## src/rtl/rdset_pkg.sv

```systemverilog
package rdset_pkg;
    localparam int CAUSE_W = 9;
    typedef logic [CAUSE_W-1:0] cause_t;

    localparam cause_t CAUSE_CONFLICT = 9'h002;
    localparam cause_t CAUSE_READSET  = 9'h080;
    localparam cause_t CAUSE_LEGAL    = CAUSE_CONFLICT | CAUSE_READSET;

    typedef struct packed {
        logic   active;
        logic   pulse;
        cause_t cause;
    } ctl_state_t;
endpackage

```

## src/rtl/rdset_line_bits.sv

```systemverilog
module rdset_line_bits #(
    parameter int LINES = 64,
    parameter int IDX_W = $clog2(LINES)
) (
    input  logic             clk,
    input  logic             rst_n,
    input  logic             set_en,
    input  logic [IDX_W-1:0] set_idx,
    input  logic             clr_all,
    input  logic [IDX_W-1:0] snp_idx,
    input  logic [IDX_W-1:0] ev_idx,
    output logic             snp_hit,
    output logic             ev_hit
);
    logic [LINES-1:0] mark_d, mark_q;

    always_comb begin
        mark_d = mark_q;
        if (clr_all) begin
            mark_d = '0;
        end else if (set_en) begin
            mark_d[set_idx] = 1'b1;
        end
    end

    always_ff @(posedge clk) begin
        if (!rst_n) begin
            mark_q <= '0;
        end else begin
            mark_q <= mark_d;
        end
    end

    assign snp_hit = mark_q[snp_idx];
    assign ev_hit  = mark_q[ev_idx];

    // a clear leaves no marks behind
    assert_marks_wiped_R9: assert property (@(posedge clk) disable iff (!rst_n)
        clr_all |=> ($countones(mark_q) == 0));

    // a load into an open transaction leaves its line marked
    assert_load_marks_R3: assert property (@(posedge clk) disable iff (!rst_n)
        (set_en && !clr_all) |=> mark_q[$past(set_idx)]);
endmodule

```

## src/rtl/rdset_thread_ctl.sv

```systemverilog
module rdset_thread_ctl
    import rdset_pkg::*;
(
    input  logic   clk,
    input  logic   rst_n,
    input  logic   begin_i,
    input  logic   commit_i,
    input  logic   sw_abort_i,
    input  logic   ld_mine,
    input  logic   ld_tlb_miss,
    input  logic   snp_valid,
    input  logic   snp_is_write,
    input  logic   snp_line_hit,
    input  logic   sq_wr_hit,
    input  logic   ev_valid,
    input  logic   ev_line_hit,
    output logic   set_en,
    output logic   clr_all,
    output logic   active_o,
    output logic   pulse_o,
    output cause_t cause_o
);
    ctl_state_t st_d, st_q;
    logic       coh_fail, rs_fail, any_fail;

    always_comb begin
        coh_fail = st_q.active && snp_valid &&
                   ((snp_is_write && snp_line_hit) || sq_wr_hit);
        rs_fail  = st_q.active &&
                   ((ev_valid && ev_line_hit) || (ld_mine && ld_tlb_miss));
        any_fail = coh_fail || rs_fail;

        st_d       = st_q;
        st_d.pulse = 1'b0;
        if (any_fail) begin
            st_d.active = 1'b0;
            st_d.pulse  = 1'b1;
            st_d.cause  = (coh_fail ? CAUSE_CONFLICT : '0) |
                          (rs_fail  ? CAUSE_READSET  : '0);
        end else if (st_q.active && (commit_i || sw_abort_i)) begin
            st_d.active = 1'b0;
        end else if (!st_q.active && begin_i) begin
            st_d.active = 1'b1;
        end

        set_en  = st_q.active && ld_mine && !ld_tlb_miss;
        clr_all = st_q.active && (any_fail || commit_i || sw_abort_i);
    end

    always_ff @(posedge clk) begin
        if (!rst_n) begin
            st_q <= '0;
        end else begin
            st_q <= st_d;
        end
    end

    assign active_o = st_q.active;
    assign pulse_o  = st_q.pulse;
    assign cause_o  = st_q.cause;

    // a failing thread is already closed when its pulse shows
    assert_closed_on_pulse_R4: assert property (@(posedge clk) disable iff (!rst_n)
        pulse_o |-> !active_o);

    // write to a marked line is a conflict
    assert_write_conflict_R4: assert property (@(posedge clk) disable iff (!rst_n)
        (active_o && snp_valid && snp_is_write && snp_line_hit) |=> (pulse_o && cause_o[1]));

    // eviction of a marked line is a read-set failure
    assert_evict_fail_R7: assert property (@(posedge clk) disable iff (!rst_n)
        (active_o && ev_valid && ev_line_hit) |=> (pulse_o && cause_o[7]));

    // pulse is one cycle wide
    assert_pulse_single_R11: assert property (@(posedge clk) disable iff (!rst_n)
        pulse_o |=> !pulse_o);

    // cause code carries only defined bits and is never empty on a pulse
    assert_cause_legal_R10: assert property (@(posedge clk) disable iff (!rst_n)
        pulse_o |-> ((cause_o != '0) && ((cause_o & ~CAUSE_LEGAL) == '0)));

    // a quiet commit closes without failure
    assert_quiet_commit_R2: assert property (@(posedge clk) disable iff (!rst_n)
        (active_o && commit_i && !snp_valid && !ev_valid && !ld_mine) |=> (!active_o && !pulse_o));
endmodule

```

## src/rtl/rdset_tracker.sv

```systemverilog
module rdset_tracker
    import rdset_pkg::*;
#(
    parameter int THREADS = 2,
    parameter int LINES   = 64,
    parameter int IDX_W   = $clog2(LINES),
    parameter int TID_W   = (THREADS > 1) ? $clog2(THREADS) : 1
) (
    input  logic                              clk,
    input  logic                              rst_n,
    input  logic [THREADS-1:0]                tx_begin,
    input  logic [THREADS-1:0]                tx_commit,
    input  logic [THREADS-1:0]                tx_sw_abort,
    input  logic                              ld_valid,
    input  logic [TID_W-1:0]                  ld_tid,
    input  logic [IDX_W-1:0]                  ld_idx,
    input  logic                              ld_tlb_miss,
    input  logic                              snp_valid,
    input  logic [IDX_W-1:0]                  snp_idx,
    input  logic                              snp_is_write,
    input  logic [THREADS-1:0]                sq_wr_hit,
    input  logic                              ev_valid,
    input  logic [IDX_W-1:0]                  ev_idx,
    output logic [THREADS-1:0]                tx_active,
    output logic [THREADS-1:0]                fail_pulse,
    output logic [THREADS-1:0][CAUSE_W-1:0]   fail_cause
);
    for (genvar t = 0; t < THREADS; t++) begin : g_thr
        logic ld_mine, set_en, clr_all, snp_hit, ev_hit;

        assign ld_mine = ld_valid && (ld_tid == TID_W'(t));

        rdset_line_bits #(.LINES(LINES), .IDX_W(IDX_W)) u_bits (
            .clk     (clk),
            .rst_n   (rst_n),
            .set_en  (set_en),
            .set_idx (ld_idx),
            .clr_all (clr_all),
            .snp_idx (snp_idx),
            .ev_idx  (ev_idx),
            .snp_hit (snp_hit),
            .ev_hit  (ev_hit)
        );

        rdset_thread_ctl u_ctl (
            .clk          (clk),
            .rst_n        (rst_n),
            .begin_i      (tx_begin[t]),
            .commit_i     (tx_commit[t]),
            .sw_abort_i   (tx_sw_abort[t]),
            .ld_mine      (ld_mine),
            .ld_tlb_miss  (ld_tlb_miss),
            .snp_valid    (snp_valid),
            .snp_is_write (snp_is_write),
            .snp_line_hit (snp_hit),
            .sq_wr_hit    (sq_wr_hit[t]),
            .ev_valid     (ev_valid),
            .ev_line_hit  (ev_hit),
            .set_en       (set_en),
            .clr_all      (clr_all),
            .active_o     (tx_active[t]),
            .pulse_o      (fail_pulse[t]),
            .cause_o      (fail_cause[t])
        );
    end
endmodule

```

## config.mk

```make
export PLATFORM = sky130hd
export DESIGN_NAME = rdset_tracker
export DESIGN_NICKNAME = d
export VERILOG_FILES = /design/src/rtl/rdset_pkg.sv /design/src/rtl/rdset_line_bits.sv /design/src/rtl/rdset_thread_ctl.sv /design/src/rtl/rdset_tracker.sv
export SDC_FILE = /design/constraint.sdc
export NUM_CORES = 1
export LEC_CHECK = 0
export ABC_AREA = 1
export BUFFER_PORTS_ARGS = -buffer_cell sky130_fd_sc_hd__buf_2
export CORE_UTILIZATION = 45
export DETAILED_ROUTE_END_ITERATION = 10
export HOLD_SLACK_MARGIN = 0.08
export SLEW_MARGIN = 20
export SYNTH_ARGS = -nofsm -noshare
export SYNTH_HDL_FRONTEND = slang
export SYNTH_SLANG_ARGS = --single-unit
```

## constraint.sdc

```tcl
create_clock -name clk -period 1.81 [get_ports clk]
set_input_delay 0.2715 -clock clk [delete_from_list [all_inputs] [get_ports clk]]
set_output_delay 0.2715 -clock clk [all_outputs]
set_load 0.01 [all_outputs]
```

After elaboration in Yosys (flattened, before gate mapping)
Cells that the tools add are included.
- input port bits: 34
- bits in registers: 150
- logic and storage cells: 78
- output and inout bits: 22
- multiplexer cells: 16
- magnitude comparators: 4
- bitwise gates (word level): 6
- reduce and logical (&&, ||, !) cells: 44
- operator list (cell ; count):
    64-bit bitwise OR ; 2
    1-bit logical AND ; 25
    1-bit binary-select mux with 6-bit select ; 4
    6-bit by 7-bit < comparator with 1-bit output (second input constant) ; 3
    10-bit two-way mux ; 2
    9-bit bitwise OR ; 2
    8-bit two-way mux ; 2
    1-bit logical OR ; 12
    1-bit demux with 6-bit select ; 1
    6-bit by 1-bit >= comparator with 1-bit output (second input constant) ; 1
    3-bit OR reduction ; 2
    1-bit two-way mux ; 5
    2-bit two-way mux ; 2
    2-bit OR reduction ; 2
    1-bit zero test ; 3
    1-bit NOT ; 2

Depth between registers and ports, before layout
- depth after elaboration: 10
- depth in mapped cells: 17
- depth with buffers taken out: 14

Cells and area by module
A second synthesis with hierarchy kept.
- cell total of the unflattened synthesis: 1158
- area, all modules: 7443.4 µm²
- modules (own cells, without submodules) (module ; seq. area each (µm²) ; cells each ; instances ; area each (µm²)):
    rdset_line_bits at g_thr[1].u_bits ; 1281.2 ; 540 ; 1 ; 3469.6
    rdset_line_bits at g_thr[0].u_bits ; 1281.2 ; 540 ; 1 ; 3448.3
    rdset_thread_ctl ; 80.1 ; 37 ; 2 ; 254.0
    rdset_tracker ; 0.0 ; 4 ; 1 ; 17.5

Worst setup path after synthesis
Ideal clock, no wire load.
- kind: input -> register
- start: in snp_idx[2]
- end: reg g_thr[0].u_bits.mark_q[53]
- arrival time: 1697 ps
- setup time: 116 ps
- buffers on the path: 4
- data required time: 1694 ps
- path slack: -3 ps
- cell stages on the path: 16
- cell sequence: buf_2 -> inv_1 -> buf_2 -> nand3_1 -> nand2_1 -> nand2_1 -> nand3_1 -> nand3_1 -> nand2_1 -> nand2_1 -> nand2_1 -> nand2_1 -> nand3_2 -> buf_6 -> buf_6 -> nor2_2
- longest elaborated chain between the ends: 10
- ends and longest elaborated chain (what ; line ; RTL):
    from (decl) ; rdset_tracker.sv:19 ; input logic [IDX_W-1:0] snp_idx,
    1-bit binary-select mux with 6-bit select ; rdset_line_bits.sv:34 ; assign snp_hit = mark_q[snp_idx];
    1-bit two-way mux (implied by the code) ; rdset_line_bits.sv:34 ;
    1-bit logical AND ; rdset_thread_ctl.sv:28 ; ((snp_is_write && snp_line_hit) || sq_wr_hit);
    1-bit logical OR ; rdset_thread_ctl.sv:28 ;
    1-bit logical AND ; rdset_thread_ctl.sv:27 ; coh_fail = st_q.active && snp_valid &&
    1-bit logical OR ; rdset_thread_ctl.sv:31 ; any_fail = coh_fail || rs_fail;
    1-bit logical OR (2 in series) ; rdset_thread_ctl.sv:47 ; clr_all = st_q.active && (any_fail || commit_i || sw_abort_i);
    1-bit logical AND ; rdset_thread_ctl.sv:47 ;
    2-bit OR reduction (no line) ; n/a ;
    to (signal assigned) ; rdset_line_bits.sv:30 ; mark_q <= mark_d;
    to (decl) ; rdset_line_bits.sv:15 ; logic [LINES-1:0] mark_d, mark_q;
Every way passes these cells. The select of a mux whose other input is x is not followed.
A chain may end at the register's enable or synchronous reset.

Worst setup path after layout
- start: reg g_thr[0].u_bits.mark_q[18]
- end: reg g_thr[0].u_bits.mark_q[11]
- longest elaborated chain between the ends: 10
- elaborated cells between the ends (all ways): 15
- those cells by class: mux: 4; reduce/logical: 11
- ends and longest elaborated chain (what ; line):
    1-bit binary-select mux with 6-bit select (on tied branches) ; rdset_line_bits.sv:34, rdset_line_bits.sv:35
    1-bit two-way mux (on tied branches) ; rdset_line_bits.sv:34, rdset_line_bits.sv:35
    1-bit logical AND (on tied branches) ; rdset_thread_ctl.sv:28, rdset_thread_ctl.sv:30
    1-bit logical OR (on tied branches) ; rdset_thread_ctl.sv:28, rdset_thread_ctl.sv:30
    1-bit logical AND (on tied branches) ; rdset_thread_ctl.sv:27, rdset_thread_ctl.sv:29
    1-bit logical OR (*) ; rdset_thread_ctl.sv:31
    1-bit logical OR (*) (2 in series) ; rdset_thread_ctl.sv:47
    1-bit logical AND (*) ; rdset_thread_ctl.sv:47
    2-bit OR reduction (no line) (*) ; n/a
Mark *: on every way between the ends. The rest lies on a longest branch, timed or not. The select of a mux whose other input is x is not followed.

==> results.md <==
- Data arrives at the worst endpoint at 2.27 ns.
- The final layout net count is 1264.
- At the end of the flow the core is filled with cells to 0.5774.
- The total iterations of the first detailed-routing run is 7.
- The total internal power is approximately 5.9 mW.
- Of all cell types, the one taking the most synthesized area is sky130_fd_sc_hd__dfxtp_1.
- The worst setup path is captured at a flop.
- The count of input and output buffers is 41.
- The congestion estimate from routability-driven global placement came to 0.8849.
- For this design, the sink count on the clock tree is 136.
- In this run the worst path has a maximum fanout of 6.
- The share of synthesized registers carrying an async set or reset is 0.
- For this design the top-level I/O count stands at 56.
- The TritonCTS clock tree is yes.
- The leakage dissipation is 3.553 nW.
- The first-pass GRT wire length is between 40000 and 50000 um.
- In the routed layout, each cell is associated on average with a via count of between 5 and 6.
- The final wirelength is approximately 28000 um.
- The average wire per standard cell is 18.82 um.
- The number of buffers created by CTS is 17.
- The setup check on the worst reg-to-reg path leaves a slack of -0.1 ns.
- Entering global routing, the biggest net connects 65 pins.
- The global route total overflow is 0.
- The share of the synthesized area in the top cell type is 0.3589.
- Clock latency on the worst-skew pair, taken at its later pin, is 0.44 ns.
- The post-placement setup slack is -0.4861 ns.
- The die area is 17380 sq um.
- From left edge to right edge, the die measures 131.8 um.
- The average footprint of a synthesized cell is roughly 6.5 sq um.
- The via count of the first global-routing pass was 7576.
- The signal on the critical path passes through nand2_2 -> nand3_2 -> nand3_2 -> nand2_1 -> nand2_1 -> nand3_2 -> o21ai_2 -> nand2_1 -> nand3b_1 -> nand2_1 -> inv_2 -> nand3_4 -> clkbuf_16 -> nor2_1.
- The final hold violation count was 0.
- The clock passes through at most 2 buffers.
- The kind of cell with the highest combined delay along the critical path is simple AND/OR/NAND/NOR gates.
- The upper clock frequency limit is between 0.5 and 0.6 GHz.
- The netlist area before placement is 7586 sq um.
- The proportion of synthesized chip area in sequential cells is 0.3589.
- After the first detailed-routing iteration, the DRC count stood at approximately 940.
- The half-perimeter wire length after placement is 17090 um.
- The clock tree skew after final layout is 0.008367 ns.
- The initial antenna violation count is 0.
- The commonest cells after synthesis are 336 x sky130_fd_sc_hd__nand2_1, 228 x sky130_fd_sc_hd__nand3_1, 138 x sky130_fd_sc_hd__a21oi_1, 136 x sky130_fd_sc_hd__dfxtp_1.
- The final setup slack of the worst path is -0.09514 ns.
- The Yosys step of the flow raised 0 warnings.
- The largest single stage delay on the critical path is 0.34 ns.
- In the post-synthesis netlist, the cell with the most instances is sky130_fd_sc_hd__nand2_1.
- The worst path required time is 2.18 ns.
- The max-capacitance violation count is 0.
- The checks that failed: negative setup slack.
- In the routed design, unresolved DRC markers number 0.
- The root buffer cell is sky130_fd_sc_hd__clkbuf_16.
- By instance count, the cell type seen most on the critical path is sky130_fd_sc_hd__nand2_1.
- The area growth from synthesis to layout is 25.78%.
- The clock edge transition at the registers on the reported setup and hold paths is 0.07 ns.
- Dividing the final minimum period by the clock period gives 1.053.
- The leading register cell type out of synthesis is sky130_fd_sc_hd__dfxtp_1.
- The total power divided by cell area is 854.4 nW/um^2.
- The fraction of layout instances using a drive strength above 1 is 0.2615.
- The share of total power dissipated in the clock network is 0.468.
- The share of power burned in registers is 0.370.
- The H-tree level count is 4.
- The share of total power dissipated in combinational logic is 0.162.
- Counting flops with a built-in enable in the synthesized netlist gives 0.
- The total track usage is 0.3088.
- Setup violations remaining at the end of the flow were counted as 119.
- The vertical extent of the die is 131.8 um.
- The standard cell core area is about 17000 sq um.
- The number of instances in the synthesized netlist is ~1.2k.
- The number of distinct library cells after synthesis is 19.
- The proportion of total power due to net switching is 0.2816.
- In this run the core area contains 47 standard-cell rows.
- The worst setup path is of the flop to flop kind.
- The routed layout has about 8.3k vias.
- After routing the design area is around 9500 sq um.
- The run finished, with violations left.
- After synthesis, the cell types taking the most area are sky130_fd_sc_hd__dfxtp_1 36%, sky130_fd_sc_hd__nand2_1 17%, sky130_fd_sc_hd__nand3_1 15%, sky130_fd_sc_hd__a21oi_1 9.1%, sky130_fd_sc_hd__nor2_2 8.2%.
- Summed over all nets, the switching power comes to 2.296 mW.
- The worst-case IR drop observed on VDD is 721.2 uV.
- The type of element launching the critical path is a flop.
- The number of diodes is 0.
- In this run the remaining antenna-violating nets after routing total 0.
- The area of placed instances is 8280 sq um.
- For this design, the slowest cell found on the critical path is sky130_fd_sc_hd__dfxtp_2.
- Setup repair after global routing could not meet its margin everywhere.
- The initial core utilization is 0.4591.
- The number of buffers and inverters on the critical path is 2.
- The post-synthesis sequential element count is 136.
- The type of the most critical hold path is input pin to flop.
- The shortest period the worst path allows is 1.905 ns.
- The max-slew violation total from the final report is 0.
- The worst hold-check slack is approximately 0.18 ns.
- The total chip power is roughly 8.2 mW.
placed cells by master (no fill, tap or decap), types with 3 or more instances in the layout:
| cell type | Yosys | final |
|---|---|---|
| sky130_fd_sc_hd__nand3_2 | 2 | 9 |
| sky130_fd_sc_hd__nor2_2 | 100 | 91 |
| sky130_fd_sc_hd__dfxtp_1 | 136 | 105 |
| sky130_fd_sc_hd__bufinv_16 | 0 | 4 |
| sky130_fd_sc_hd__a21oi_1 | 138 | 138 |
| sky130_fd_sc_hd__clkbuf_16 | 0 | 23 |
| sky130_fd_sc_hd__nand3_1 | 228 | 219 |
| sky130_fd_sc_hd__nand2_2 | 0 | 5 |
| sky130_fd_sc_hd__buf_2 | 36 | 41 |
| sky130_fd_sc_hd__inv_1 | 20 | 20 |
| sky130_fd_sc_hd__nand3_4 | 0 | 3 |
| sky130_fd_sc_hd__buf_4 | 28 | 43 |
| sky130_fd_sc_hd__inv_6 | 0 | 3 |
| sky130_fd_sc_hd__conb_1 | 1 | 14 |
| sky130_fd_sc_hd__nand2_1 | 336 | 331 |
| sky130_fd_sc_hd__inv_2 | 6 | 6 |
| sky130_fd_sc_hd__dfxtp_2 | 0 | 30 |
| sky130_fd_sc_hd__clkinv_4 | 0 | 3 |
| sky130_fd_sc_hd__buf_12 | 0 | 23 |
| sky130_fd_sc_hd__buf_6 | 12 | 3 |
| sky130_fd_sc_hd__nor2_4 | 0 | 29 |
| sky130_fd_sc_hd__nor2_1 | 100 | 80 |
what timing repair did:
item / CTS / global route
gates cloned: 2 / 8
buffers inserted: 3 / 4
setup endpoints to repair: 129 / 133
pin swaps: 1 / 17
hold buffers: 2 / 0
gates resized for setup: 8 / 90
endpoints found under the hold margin: 2 / 0
layout make-up:
cell class / instances / area [sq um]
Fill cell: 1636 / 6983
Inverter: 26 / 97.59
Timing Repair Buffer: 120 / 1247
Multi-Input combinational cell: 929 / 4522
Clock buffer: 19 / 442.9
Tap cell: 220 / 275.3
Clock inverter: 13 / 192.7
Sequential cell: 136 / 2764
metrics by stage:
stage | cells | setup TNS, ns
after floorplan | 1182 | 0
after global placement | 1412 | -55.56
after detailed placement | 1412 | -54.44
after CTS | 1451 | -0.05771
after global routing | 1463 | -21.98
final | 1463 | -6.059
state kept, by name, indices dropped and copies added (netlist names):
name	flops
g_thr.u_bits.mark_q	128
g_thr.u_ctl.cause_o	4
g_thr.u_ctl.active_o	2
g_thr.u_ctl.pulse_o	2
worst paths after layout:
path,from,end,cells after the start
worst max register to register,g_thr[0].u_bits.mark_q[18],g_thr[0].u_bits.mark_q[11],14
worst min-delay path,rst_n,g_thr[0].u_ctl.cause_o[7],3
worst min register to register,g_thr[1].u_ctl.cause_o[7],g_thr[1].u_ctl.cause_o[7],2
worst max-delay path,g_thr[0].u_bits.mark_q[18],g_thr[0].u_bits.mark_q[11],14
per-layer routing:
metal | share of wire | global-route usage | up-vias | wire (um)
li1 | - | - | 3916 | -
met1 | 0.42 | 0.4012 | 3866 | 11570
met2 | 0.47 | 0.4985 | 406 | 12840
met3 | 0.082 | 0.06151 | 66 | 2257
met4 | 0.032 | 0.1311 | 0 | 870
met5 | 0 | 0 | - | 0
power by group through the flow:
stage               sequential, mW  combinational, mW  clock (mW)
finish                        3.02               1.32        3.81
global route                  3.02               1.39        3.96
CTS                           3.02               1.12        3.83
detailed placement            3.09               1.04           0
global placement              3.09               1.04           0
floorplan                     3.09              0.653           0
kinds of logic after synthesis:
group	share of synthesized area
AND/OR/NAND/NOR	0.4549
flip-flops	0.3589
buffers and inverters	0.09005
AO/OA/AOI/OAI	0.09566
other	0.0004943
worst reg2reg max path, cell delays in order, from the launching register on:
cell and delay, ns:
sky130_fd_sc_hd__dfxtp_2 0.34, sky130_fd_sc_hd__nand2_2 0.07, sky130_fd_sc_hd__nand3_2 0.09, sky130_fd_sc_hd__nand3_2 0.08, sky130_fd_sc_hd__nand2_1 0.06, sky130_fd_sc_hd__nand2_1 0.07
sky130_fd_sc_hd__nand3_2 0.13, sky130_fd_sc_hd__o21ai_2 0.10, sky130_fd_sc_hd__nand2_1 0.08, sky130_fd_sc_hd__nand3b_1 0.10, sky130_fd_sc_hd__nand2_1 0.06, sky130_fd_sc_hd__inv_2 0.11
sky130_fd_sc_hd__nand3_4 0.21, sky130_fd_sc_hd__clkbuf_16 0.25, sky130_fd_sc_hd__nor2_1 0.08
(Power assumes the default switching activity.)
